--- config.mk ---
export PLATFORM = sky130hd
export DESIGN_NAME = sram_lane_ctrl
export DESIGN_NICKNAME = d
export VERILOG_FILES = /design/src/rtl/sram_lane_pkg.sv /design/src/rtl/sram_lane_timer.sv /design/src/rtl/sram_lane_datapath.sv /design/src/rtl/sram_lane_ctrl.sv
export SDC_FILE = /design/constraint.sdc
export NUM_CORES = 1
export LEC_CHECK = 0
export ABC_AREA = 1
export BUFFER_PORTS_ARGS = -buffer_cell sky130_fd_sc_hd__buf_2
export CAP_MARGIN = 20
export CORE_UTILIZATION = 49
export CTS_BUF_LIST = sky130_fd_sc_hd__clkbuf_8
export DETAILED_ROUTE_END_ITERATION = 7
export HOLD_SLACK_MARGIN = 0.02
export MAX_ROUTING_LAYER = met4
export PLACE_DENSITY = 0.81
export SYNTH_ARGS = -nofsm -noshare
export SYNTH_HDL_FRONTEND = slang
export SYNTH_SLANG_ARGS = --single-unit
--- constraint.sdc ---
create_clock -name clk -period 1.96 [get_ports clk]
set_input_delay 0.588 -clock clk [delete_from_list [all_inputs] [get_ports clk]]
set_output_delay 0.588 -clock clk [all_outputs]
set_load 0.02 [all_outputs]
--- src/rtl/sram_lane_pkg.sv ---
package sram_lane_pkg;

  typedef enum logic [2:0] {
    ST_IDLE   = 3'd0,
    ST_WSETUP = 3'd1,
    ST_WPULSE = 3'd2,
    ST_WHOLD  = 3'd3,
    ST_RACC   = 3'd4,
    ST_TURN   = 3'd5
  } lane_state_e;

  // Whole clock cycles covering a nanosecond interval, never below one.
  function automatic int ns_to_cycles(input int ns, input int clk_ns);
    int c;
    c = (ns + clk_ns - 1) / clk_ns;
    if (c < 1) c = 1;
    return c;
  endfunction

  function automatic int imax(input int a, input int b);
    return (a > b) ? a : b;
  endfunction

endpackage

--- src/rtl/sram_lane_timer.sv ---
module sram_lane_timer #(
  parameter int CNT_W = 4
) (
  input  logic             clk,
  input  logic             rst_n,
  input  logic             load,
  input  logic [CNT_W-1:0] load_val,
  output logic             expired
);

  logic [CNT_W-1:0] cnt_q, cnt_d;

  always_comb begin
    cnt_d = cnt_q;
    if (load)
      cnt_d = load_val - CNT_W'(1);
    else if (cnt_q != '0)
      cnt_d = cnt_q - CNT_W'(1);
  end

  always_ff @(posedge clk or negedge rst_n) begin
    if (!rst_n) cnt_q <= '0;
    else        cnt_q <= cnt_d;
  end

  assign expired = (cnt_q == '0);

endmodule

--- src/rtl/sram_lane_datapath.sv ---
module sram_lane_datapath #(
  parameter int ADDR_W = 18,
  parameter int DATA_W = 16,
  parameter int LANES  = 2
) (
  input  logic              clk,
  input  logic              rst_n,
  input  logic              acc_load,
  input  logic              wr_load,
  input  logic              lane_release,
  input  logic              drive_d,
  input  logic              capture,
  input  logic [ADDR_W-1:0] in_addr,
  input  logic [DATA_W-1:0] in_wdata,
  input  logic [LANES-1:0]  in_mask,
  input  logic [DATA_W-1:0] dq_in,
  output logic [ADDR_W-1:0] addr_q,
  output logic [LANES-1:0]  lane_n_q,
  output logic [DATA_W-1:0] dq_out_q,
  output logic              dq_oe_q,
  output logic [DATA_W-1:0] rd_data_q,
  output logic              rd_valid_q
);

  localparam int LANE_W = DATA_W / LANES;

  logic [DATA_W-1:0] rd_masked;

  // Unselected lanes float on the bus; return them as zero.
  for (genvar g = 0; g < LANES; g++) begin : g_lane
    assign rd_masked[g*LANE_W +: LANE_W] =
      lane_n_q[g] ? '0 : dq_in[g*LANE_W +: LANE_W];
  end

  always_ff @(posedge clk or negedge rst_n) begin
    if (!rst_n) begin
      addr_q   <= '0;
      lane_n_q <= '1;
    end else begin
      if (acc_load) begin
        addr_q   <= in_addr;
        lane_n_q <= ~in_mask;
      end else if (lane_release) begin
        lane_n_q <= '1;
      end
    end
  end

  always_ff @(posedge clk or negedge rst_n) begin
    if (!rst_n) begin
      dq_out_q <= '0;
      dq_oe_q  <= 1'b0;
    end else begin
      if (wr_load) dq_out_q <= in_wdata;
      dq_oe_q <= drive_d;
    end
  end

  always_ff @(posedge clk or negedge rst_n) begin
    if (!rst_n) begin
      rd_data_q  <= '0;
      rd_valid_q <= 1'b0;
    end else begin
      rd_valid_q <= capture;
      if (capture) rd_data_q <= rd_masked;
    end
  end

endmodule

--- src/rtl/sram_lane_ctrl.sv ---
module sram_lane_ctrl
  import sram_lane_pkg::*;
#(
  parameter int ADDR_W = 18,
  parameter int DATA_W = 16,
  parameter int CLK_NS = 10,
  parameter int T_WC_NS = 55,
  parameter int T_WP_NS = 35,
  parameter int T_DW_NS = 25,
  parameter int T_AW_NS = 40,
  parameter int T_RC_NS = 55,
  parameter int T_AA_NS = 55,
  parameter int T_OE_NS = 25,
  parameter int T_HZ_NS = 20
) (
  input  logic              clk,
  input  logic              rst_n,
  input  logic              req_valid,
  output logic              req_ready,
  input  logic              req_write,
  input  logic [ADDR_W-1:0] req_addr,
  input  logic [DATA_W-1:0] req_wdata,
  input  logic [1:0]        req_be,
  output logic              rsp_valid,
  output logic [DATA_W-1:0] rsp_data,
  output logic [ADDR_W-1:0] mem_addr,
  output logic              mem_cs_n,
  output logic              mem_we_n,
  output logic              mem_oe_n,
  output logic              mem_ub_n,
  output logic              mem_lb_n,
  output logic [DATA_W-1:0] mem_dq_out,
  output logic              mem_dq_oe,
  input  logic [DATA_W-1:0] mem_dq_in
);

  localparam int N_WP    = ns_to_cycles(T_WP_NS, CLK_NS);
  localparam int N_DW    = ns_to_cycles(T_DW_NS, CLK_NS);
  localparam int N_AW    = ns_to_cycles(T_AW_NS, CLK_NS);
  localparam int N_WC    = ns_to_cycles(T_WC_NS, CLK_NS);
  localparam int N_AA    = ns_to_cycles(T_AA_NS, CLK_NS);
  localparam int N_OE    = ns_to_cycles(T_OE_NS, CLK_NS);
  localparam int N_RC    = ns_to_cycles(T_RC_NS, CLK_NS);
  localparam int N_HZ    = ns_to_cycles(T_HZ_NS, CLK_NS);
  // Setup cycle already gives address/data one cycle of lead; hold cycle adds one to the cycle time.
  localparam int N_PULSE = imax(imax(N_WP, N_AW - 1), imax(N_DW - 1, N_WC - 2));
  localparam int N_RD    = imax(imax(N_AA, N_OE), N_RC);
  localparam int N_MAX   = imax(imax(N_PULSE, N_RD), N_HZ);
  localparam int CNT_W   = $clog2(N_MAX + 1);

  lane_state_e      state_q, state_d;
  logic             tmr_load, tmr_exp;
  logic [CNT_W-1:0] tmr_val;
  logic             accept, capture, lane_release;
  logic             cs_n_d, we_n_d, oe_n_d, drive_d;
  logic [1:0]       lane_n;

  assign req_ready    = (state_q == ST_IDLE);
  assign accept       = req_ready && req_valid;
  assign capture      = (state_q == ST_RACC) && tmr_exp;
  assign lane_release = ((state_q == ST_WHOLD) || (state_q == ST_RACC)) && tmr_exp;

  sram_lane_timer #(.CNT_W(CNT_W)) u_timer (
    .clk      (clk),
    .rst_n    (rst_n),
    .load     (tmr_load),
    .load_val (tmr_val),
    .expired  (tmr_exp)
  );

  // Next-state and interval selection
  always_comb begin
    state_d  = state_q;
    tmr_load = 1'b0;
    tmr_val  = CNT_W'(1);
    case (state_q)
      ST_IDLE: begin
        if (req_valid) begin
          tmr_load = 1'b1;
          if (req_write) begin
            state_d = ST_WSETUP;
            tmr_val = CNT_W'(1);
          end else begin
            state_d = ST_RACC;
            tmr_val = CNT_W'(N_RD);
          end
        end
      end
      ST_WSETUP: begin
        if (tmr_exp) begin
          state_d  = ST_WPULSE;
          tmr_load = 1'b1;
          tmr_val  = CNT_W'(N_PULSE);
        end
      end
      ST_WPULSE: begin
        if (tmr_exp) begin
          state_d  = ST_WHOLD;
          tmr_load = 1'b1;
          tmr_val  = CNT_W'(1);
        end
      end
      ST_WHOLD: begin
        if (tmr_exp) state_d = ST_IDLE;
      end
      ST_RACC: begin
        if (tmr_exp) begin
          state_d  = ST_TURN;
          tmr_load = 1'b1;
          tmr_val  = CNT_W'(N_HZ);
        end
      end
      ST_TURN: begin
        if (tmr_exp) state_d = ST_IDLE;
      end
      default: state_d = ST_IDLE;
    endcase
  end

  // Strobe levels decoded from the next state, then registered
  always_comb begin
    cs_n_d  = !((state_d == ST_WSETUP) || (state_d == ST_WPULSE) ||
                (state_d == ST_WHOLD)  || (state_d == ST_RACC));
    we_n_d  = (state_d != ST_WPULSE);
    oe_n_d  = (state_d != ST_RACC);
    drive_d = (state_d == ST_WSETUP) || (state_d == ST_WPULSE) || (state_d == ST_WHOLD);
  end

  always_ff @(posedge clk or negedge rst_n) begin
    if (!rst_n) begin
      state_q  <= ST_IDLE;
      mem_cs_n <= 1'b1;
      mem_we_n <= 1'b1;
      mem_oe_n <= 1'b1;
    end else begin
      state_q  <= state_d;
      mem_cs_n <= cs_n_d;
      mem_we_n <= we_n_d;
      mem_oe_n <= oe_n_d;
    end
  end

  sram_lane_datapath #(.ADDR_W(ADDR_W), .DATA_W(DATA_W), .LANES(2)) u_dp (
    .clk          (clk),
    .rst_n        (rst_n),
    .acc_load     (accept),
    .wr_load      (accept && req_write),
    .lane_release (lane_release),
    .drive_d      (drive_d),
    .capture      (capture),
    .in_addr      (req_addr),
    .in_wdata     (req_wdata),
    .in_mask      (req_be),
    .dq_in        (mem_dq_in),
    .addr_q       (mem_addr),
    .lane_n_q     (lane_n),
    .dq_out_q     (mem_dq_out),
    .dq_oe_q      (mem_dq_oe),
    .rd_data_q    (rsp_data),
    .rd_valid_q   (rsp_valid)
  );

  assign mem_lb_n = lane_n[0];
  assign mem_ub_n = lane_n[1];

  // ---------------- assertions ----------------
  logic [CNT_W:0] we_lo_q;
  logic [CNT_W:0] oe_hi_q;

  always_ff @(posedge clk or negedge rst_n) begin
    if (!rst_n) begin
      we_lo_q <= '0;
      oe_hi_q <= '1;
    end else begin
      if (!mem_we_n) we_lo_q <= (we_lo_q == '1) ? we_lo_q : we_lo_q + 1'b1;
      else           we_lo_q <= '0;
      if (!mem_oe_n) oe_hi_q <= '0;
      else           oe_hi_q <= (oe_hi_q == '1) ? oe_hi_q : oe_hi_q + 1'b1;
    end
  end

  p_idle_standby_r1: assert property (@(posedge clk) disable iff (!rst_n)
    (state_q == ST_IDLE) |-> (mem_cs_n && mem_we_n && mem_oe_n && mem_ub_n && mem_lb_n && !mem_dq_oe));

  p_we_qualified_r3: assert property (@(posedge clk) disable iff (!rst_n)
    !mem_we_n |-> (!mem_cs_n && mem_oe_n));

  p_pulse_width_r4: assert property (@(posedge clk) disable iff (!rst_n)
    $rose(mem_we_n) |-> (int'(we_lo_q) >= N_WP));

  p_addr_stable_r5: assert property (@(posedge clk) disable iff (!rst_n)
    !mem_we_n |=> (mem_we_n || ($stable(mem_addr) && $stable(mem_ub_n) && $stable(mem_lb_n))));

  p_drive_lead_r6: assert property (@(posedge clk) disable iff (!rst_n)
    $fell(mem_we_n) |-> (mem_dq_oe && $past(mem_dq_oe)));

  p_drive_at_rise_r6: assert property (@(posedge clk) disable iff (!rst_n)
    $rose(mem_we_n) |-> mem_dq_oe);

  p_drive_trail_r6: assert property (@(posedge clk) disable iff (!rst_n)
    $rose(mem_we_n) |=> !mem_dq_oe);

  p_read_strobes_r7: assert property (@(posedge clk) disable iff (!rst_n)
    !mem_oe_n |-> (!mem_cs_n && mem_we_n));

  p_rsp_pulse_r7: assert property (@(posedge clk) disable iff (!rst_n)
    rsp_valid |=> !rsp_valid);

  p_no_contention_r9: assert property (@(posedge clk) disable iff (!rst_n)
    mem_dq_oe |-> mem_oe_n);

  p_turnaround_r9: assert property (@(posedge clk) disable iff (!rst_n)
    $rose(mem_dq_oe) |-> (int'(oe_hi_q) >= N_HZ));

  p_ready_idle_r10: assert property (@(posedge clk) disable iff (!rst_n)
    req_ready |-> (mem_cs_n && !rsp_valid));

endmodule

After elaboration in Yosys (flattened, before gate mapping)
Cells that the tools add are included.
- eq/ne operators: 11
- reductions and logical operators: 16
- muxes and demuxes: 21
- add/subtract/negate cells: 2
- bitwise operators: 1
- operators with widths (kind ; count):
    $mux W3 ; 11
    $mux W8 ; 2
    $pmux W3 S5 ; 1
    $eq A3 B2 Y1 const B ; 4
    $eq A3 B3 Y1 const B ; 3
    $pmux W3 S3 ; 1
    $eq A3 B1 Y1 const B ; 2
    $logic_not A3 Y1 ; 2
    $mux W2 ; 3
    $sub A3 B1 Y3 const B ; 2
    $logic_and A1 B1 Y1 ; 4
    $logic_or A1 B1 Y1 ; 4
    $reduce_bool A2 Y1 ; 2
    $ne A3 B2 Y1 const B ; 1
    $ne A3 B3 Y1 const B ; 1
    $reduce_bool A3 Y1 ; 1
    $reduce_or A3 Y1 ; 1
    $mux W1 ; 2
    $not A2 Y2 ; 1
    $pmux W1 S2 ; 1
    $reduce_or A2 Y1 ; 1
    $logic_not A1 Y1 ; 1
- bits in registers: 63
- output and inout bits: 58
- input bits: 56

Logic depth before layout (Yosys ltp)
- depth in word-level cells: 8
- depth in mapped cells: 12
- gate-level depth less buffers: 12

Cells and area by module
From an unflattened synthesis, not the netlist that was laid out.
- cells, all modules: 312
- area total of the unflattened synthesis: 2712.6 sq um
- by module, submodules not included (module ; sequential area each (sq um) ; cells an instance ; instances ; area an instance (sq um)):
    sram_lane_datapath ; 1353.8 ; 226 ; 1 ; 2097.0
    sram_lane_ctrl ; 153.9 ; 56 ; 1 ; 407.9
    sram_lane_timer ; 75.1 ; 30 ; 1 ; 207.7

Least setup slack after synthesis
No wires, ideal clock.
- kind: reg-to-reg
- start: register state_q[0]
- end: register u_timer.cnt_q[1]
- library setup time: 0.113 ns
- stages on the path, launching flop included: 11
- slack: 0.338 ns
- data arrival time: 1.509 ns
- cells stage by stage: dfrtp_1 > nor2_4 > nand2_4 > nor2_4 > inv_2 > nand4_1 > nand2_1 > ha_1 > inv_1 > nand2_1 > inv_1
- cells in the longest elaborated chain, start to end: 4
- RTL lines (what ; line ; text):
    start: declaration ; sram_lane_ctrl.sv:51 ; lane_state_e state_q, state_d;
    start signal: assignment ; sram_lane_ctrl.sv:136 ; state_q <= state_d;
    $eq A3 B3 Y1, or another cell as far along ; sram_lane_ctrl.sv:76 ; case (state_q)
    $pmux W3 S3 / $reduce_or A3 Y1 (equally long branches) ; n/a ;
    $sub A3 B1 Y3 / $pmux W1 S2 (equally long branches) ; sram_lane_timer.sv:16, sram_lane_ctrl.sv:76 ;
    $mux W3 / $reduce_bool A2 Y1 (equally long branches) ; n/a ;
    end signal: assignment ; sram_lane_timer.sv:23 ; else cnt_q <= cnt_d;
    end: declaration ; sram_lane_timer.sv:11 ; logic [CNT_W-1:0] cnt_q, cnt_d;
Parallel ways exist; a longest one is shown, timed or not.
A chain may end at the register's enable or synchronous reset.

Worst setup path in the final report
- start: register state_q[1]
- end: output req_ready
- cells in the longest elaborated chain, start to end: 1
- RTL lines (what ; line ; text):
    $logic_not A3 Y1 ; sram_lane_ctrl.sv:58 ; assign req_ready = (state_q == ST_IDLE);
    end: declaration ; sram_lane_ctrl.sv:19 ; output logic req_ready,
Every way passes these cells.

==> flow_summary_export.csv <==
group,metric,value,unit
setup_path,endpoint_kind,"output pin",
setup_path,worstPathArrival,1.30,ns
grt,grt_pass1_vias,2131,
sta,fin_setup_tns,0,ns
yosys,netlist_area,2660,um2
yosys,ys_ff_latch,63,
floorplanning,rows,26,
clock_tree,cts.path.max_buffers,2,
sta,worstMarginPinSlew,0.320,ns
yosys,yosys-top-cells-area,"dfrtp_1 (55%), nand2_1 (23%), dfstp_2 (4.9%), nand3_1 (4.7%), inv_1 (2.7%)",
drt,dr.pass1.iters,4,
yosys,syn_inst,308,
drt,wl_per_cell,12.0,um
yosys,yosysTopAreaCellShare,0.547,
placement,io_buffers,113,
sta,slew_violations,0,
clock_tree,clock_latency,0.33,ns
floorplanning,die_w,75.6,um
grt,grt.overflow.total,0,
setup_path,critPathMaxFanout,5,
floorplanning,die_area,5720,um2
grt,antenna_found_initial,0,
setup_path,path_delay_family,"flip-flops",
yosys,synth_area_leader_cell,"dfrtp_1",
setup_path,max_stage_delay,0.44,ns
finish,final_cell_count_no_fill,506,
sta,post-route-period-util,0.963,
drt,post-route-drc-count,0,
finish,fillers,437,
clock_tree,cts_root_buf,"clkbuf_8",
floorplanning,io-pin-count,114,
yosys,synth_cell_type_count,24,
drt,ant_nets,0,
setup_path,crit_type,"flip-flop to output pin",
setup_path,path_buf_inv,2,
clock_tree,cts_buffers,9,
finish,areaGrowthSynthToFinish,32.0,%
drt,first_iter_violations,90,
drt,vias,2442,
pwr,p_leak,2.07,nW
finish,diodes,0,
sta,max_freq,0.530,GHz
finish,nets,488,
sta,finalHoldViolCount,0,
grt,grt_pass1_wl,9070,um
sta,rsz0062_at_grt,"no",
finish,final_cell_mix,"nand2_1 (160), buf_2 (113), dfrtp_1 (58)",
clock_tree,cts_sinks,63,
pwr,vdd_drop_max,1030,uV
run_status,status,"completed",
clock_tree,clk_pin_slew_worst_paths,0.07,ns
floorplanning,design.core.area,5170,um2
sta,slew_headroom,0.786,
placement,gp_congestion,0.856,
setup_path,crit_required,1.37,ns
sta,clock_skew,0.0103,ns
setup_path,crit_chain,"nor2_4 -> nand2_1 -> inv_1 -> buf_2",
sta,finalSetupViolations,0,
sta,period_needed,1.89,ns
pwr,finalPower,0.00631,W
setup_path,cp-start-kind,"flip-flop",
yosys,avgSynthCellArea,8.62,um2
clock_tree,ctsResizeCount,0,
placement,dpl.cell_count,489,
clock_tree,cts_tree,"built",
finish,final_common_cell,"nand2_1",
grt,grt_max_degree,64,
finish,drive_above_1_share,0.337,
yosys,synth.yosys.seq_area_share,0.596,
drt,postRouteWirelength,6060,um
clock_tree,htree_levels,3,
yosys,mappedNetlistNets,365,
yosys,ys_warn_count,0,
drt,avgViaCountPerCell,4.83,
floorplanning,die_h,75.6,um
sta,worst_hold_slack,0.255,ns
flow_run,cap_viol_max_count,0,
pwr,cellPowerDensity,1800,nW/um2
floorplanning,start_util,0.513,
setup_path,slowest_stage,"dfrtp_1",
clock_tree,post-cts-setup-buffers,0,
placement,place_hpwl,4380,um
min_path,hold_path_class,"primary input to async pin",
clock_tree,ctsHoldBuffers,0,
grt,groute.usage.overall,0.225,
-- sequential cells by signal, indices dropped and copies added (netlist names) --
| name | flops |
|---|---|
| mem_we_n | 1 |
| mem_cs_n | 1 |
| state_q | 3 |
| mem_oe_n | 1 |
| u_timer.cnt_q | 3 |
| u_dp.lane_n_q | 2 |
| u_dp.addr_q | 18 |
| u_dp.rd_data_q | 16 |
| u_dp.dq_out_q | 16 |
| u_dp.dq_oe_q | 1 |
| u_dp.rd_valid_q | 1 |
-- cells in the mapped netlist (all sizes together) --
cell type	n
a21oi	3
a22oi	2
a31oi	1
and2	1
buf	8
clkinv	2
dfrtp	58
dfstp	5
ha	1
inv	22
nand2	161
nand3	26
nand4	3
nor2	11
o21ai	4
-- routing by layer --
layer | GRT usage | wire length [um] | part of all wire
met1 | 0.257 | 2550 | 0.42
met4 | 0.123 | 107 | 0.018
met2 | 0.367 | 3080 | 0.51
met3 | 0.0542 | 315 | 0.052
met5 | - | 0 | 0
-- final timing paths --
kind                                                   to  slack [ns]                          from  cells after the start
max                                             req_ready        0.07          state_q[1]$_DFF_PN0_                      4
min in group clk             u_dp.lane_n_q[1]$_DFFE_PN1P_        0.42                     req_be[1]                      2
max in group asynchronous              mem_oe_n$_DFF_PN1_        1.39                         rst_n                      2
min                        u_dp.rd_data_q[15]$_DFFE_PN0P_        0.25                         rst_n                      2
max reg2reg                  u_timer.cnt_q[1]$_DFFE_PN0P_        0.18          state_q[1]$_DFF_PN0_                      9
min reg2reg                  u_dp.dq_out_q[1]$_DFFE_PN0P_        0.47  u_dp.dq_out_q[1]$_DFFE_PN0P_                      2
-- power by group --
group / switching, W / total, W / internal [W]
clock network: 0.000460 / 0.00107 / 0.000606
registers: 0.000337 / 0.00229 / 0.00195
logic: 0.00197 / 0.00296 / 0.000988
total: 0.00277 / 0.00631 / 0.00355
-- kinds of logic after synthesis --
kind of cell,synth area share
buf+inv,0.0561
fa+ha+maj,0.00471
simple gates,0.322
compound gates,0.0212
flops,0.596
-- through the flow --
stage          utilization  instance area, um2  worst slack [ns]
6_report             0.678                3510            0.0724
2_1_floorplan            -                2660             0.338
3_5_place_dp         0.639                3310             0.244
5_1_grt              0.678                3510            0.0135
3_3_place_gp         0.639                3310             0.315
4_1_cts              0.676                3500            0.0274
-- layout make-up --
| type | count | area (um2) | share of cell area |
|---|---|---|---|
| repair buffers | 120 | 631 | 0.180 |
| flip-flops and latches | 63 | 1580 | 0.451 |
| clock buffers | 10 | 138 | 0.0393 |
| inverters | 24 | 90.1 | 0.0257 |
| clock inverters | 6 | 53.8 | 0.0153 |
| multi-input cells | 213 | 923 | 0.263 |
| well taps | 70 | 87.6 | 0.0250 |
Power figures use the tool's default switching activity.
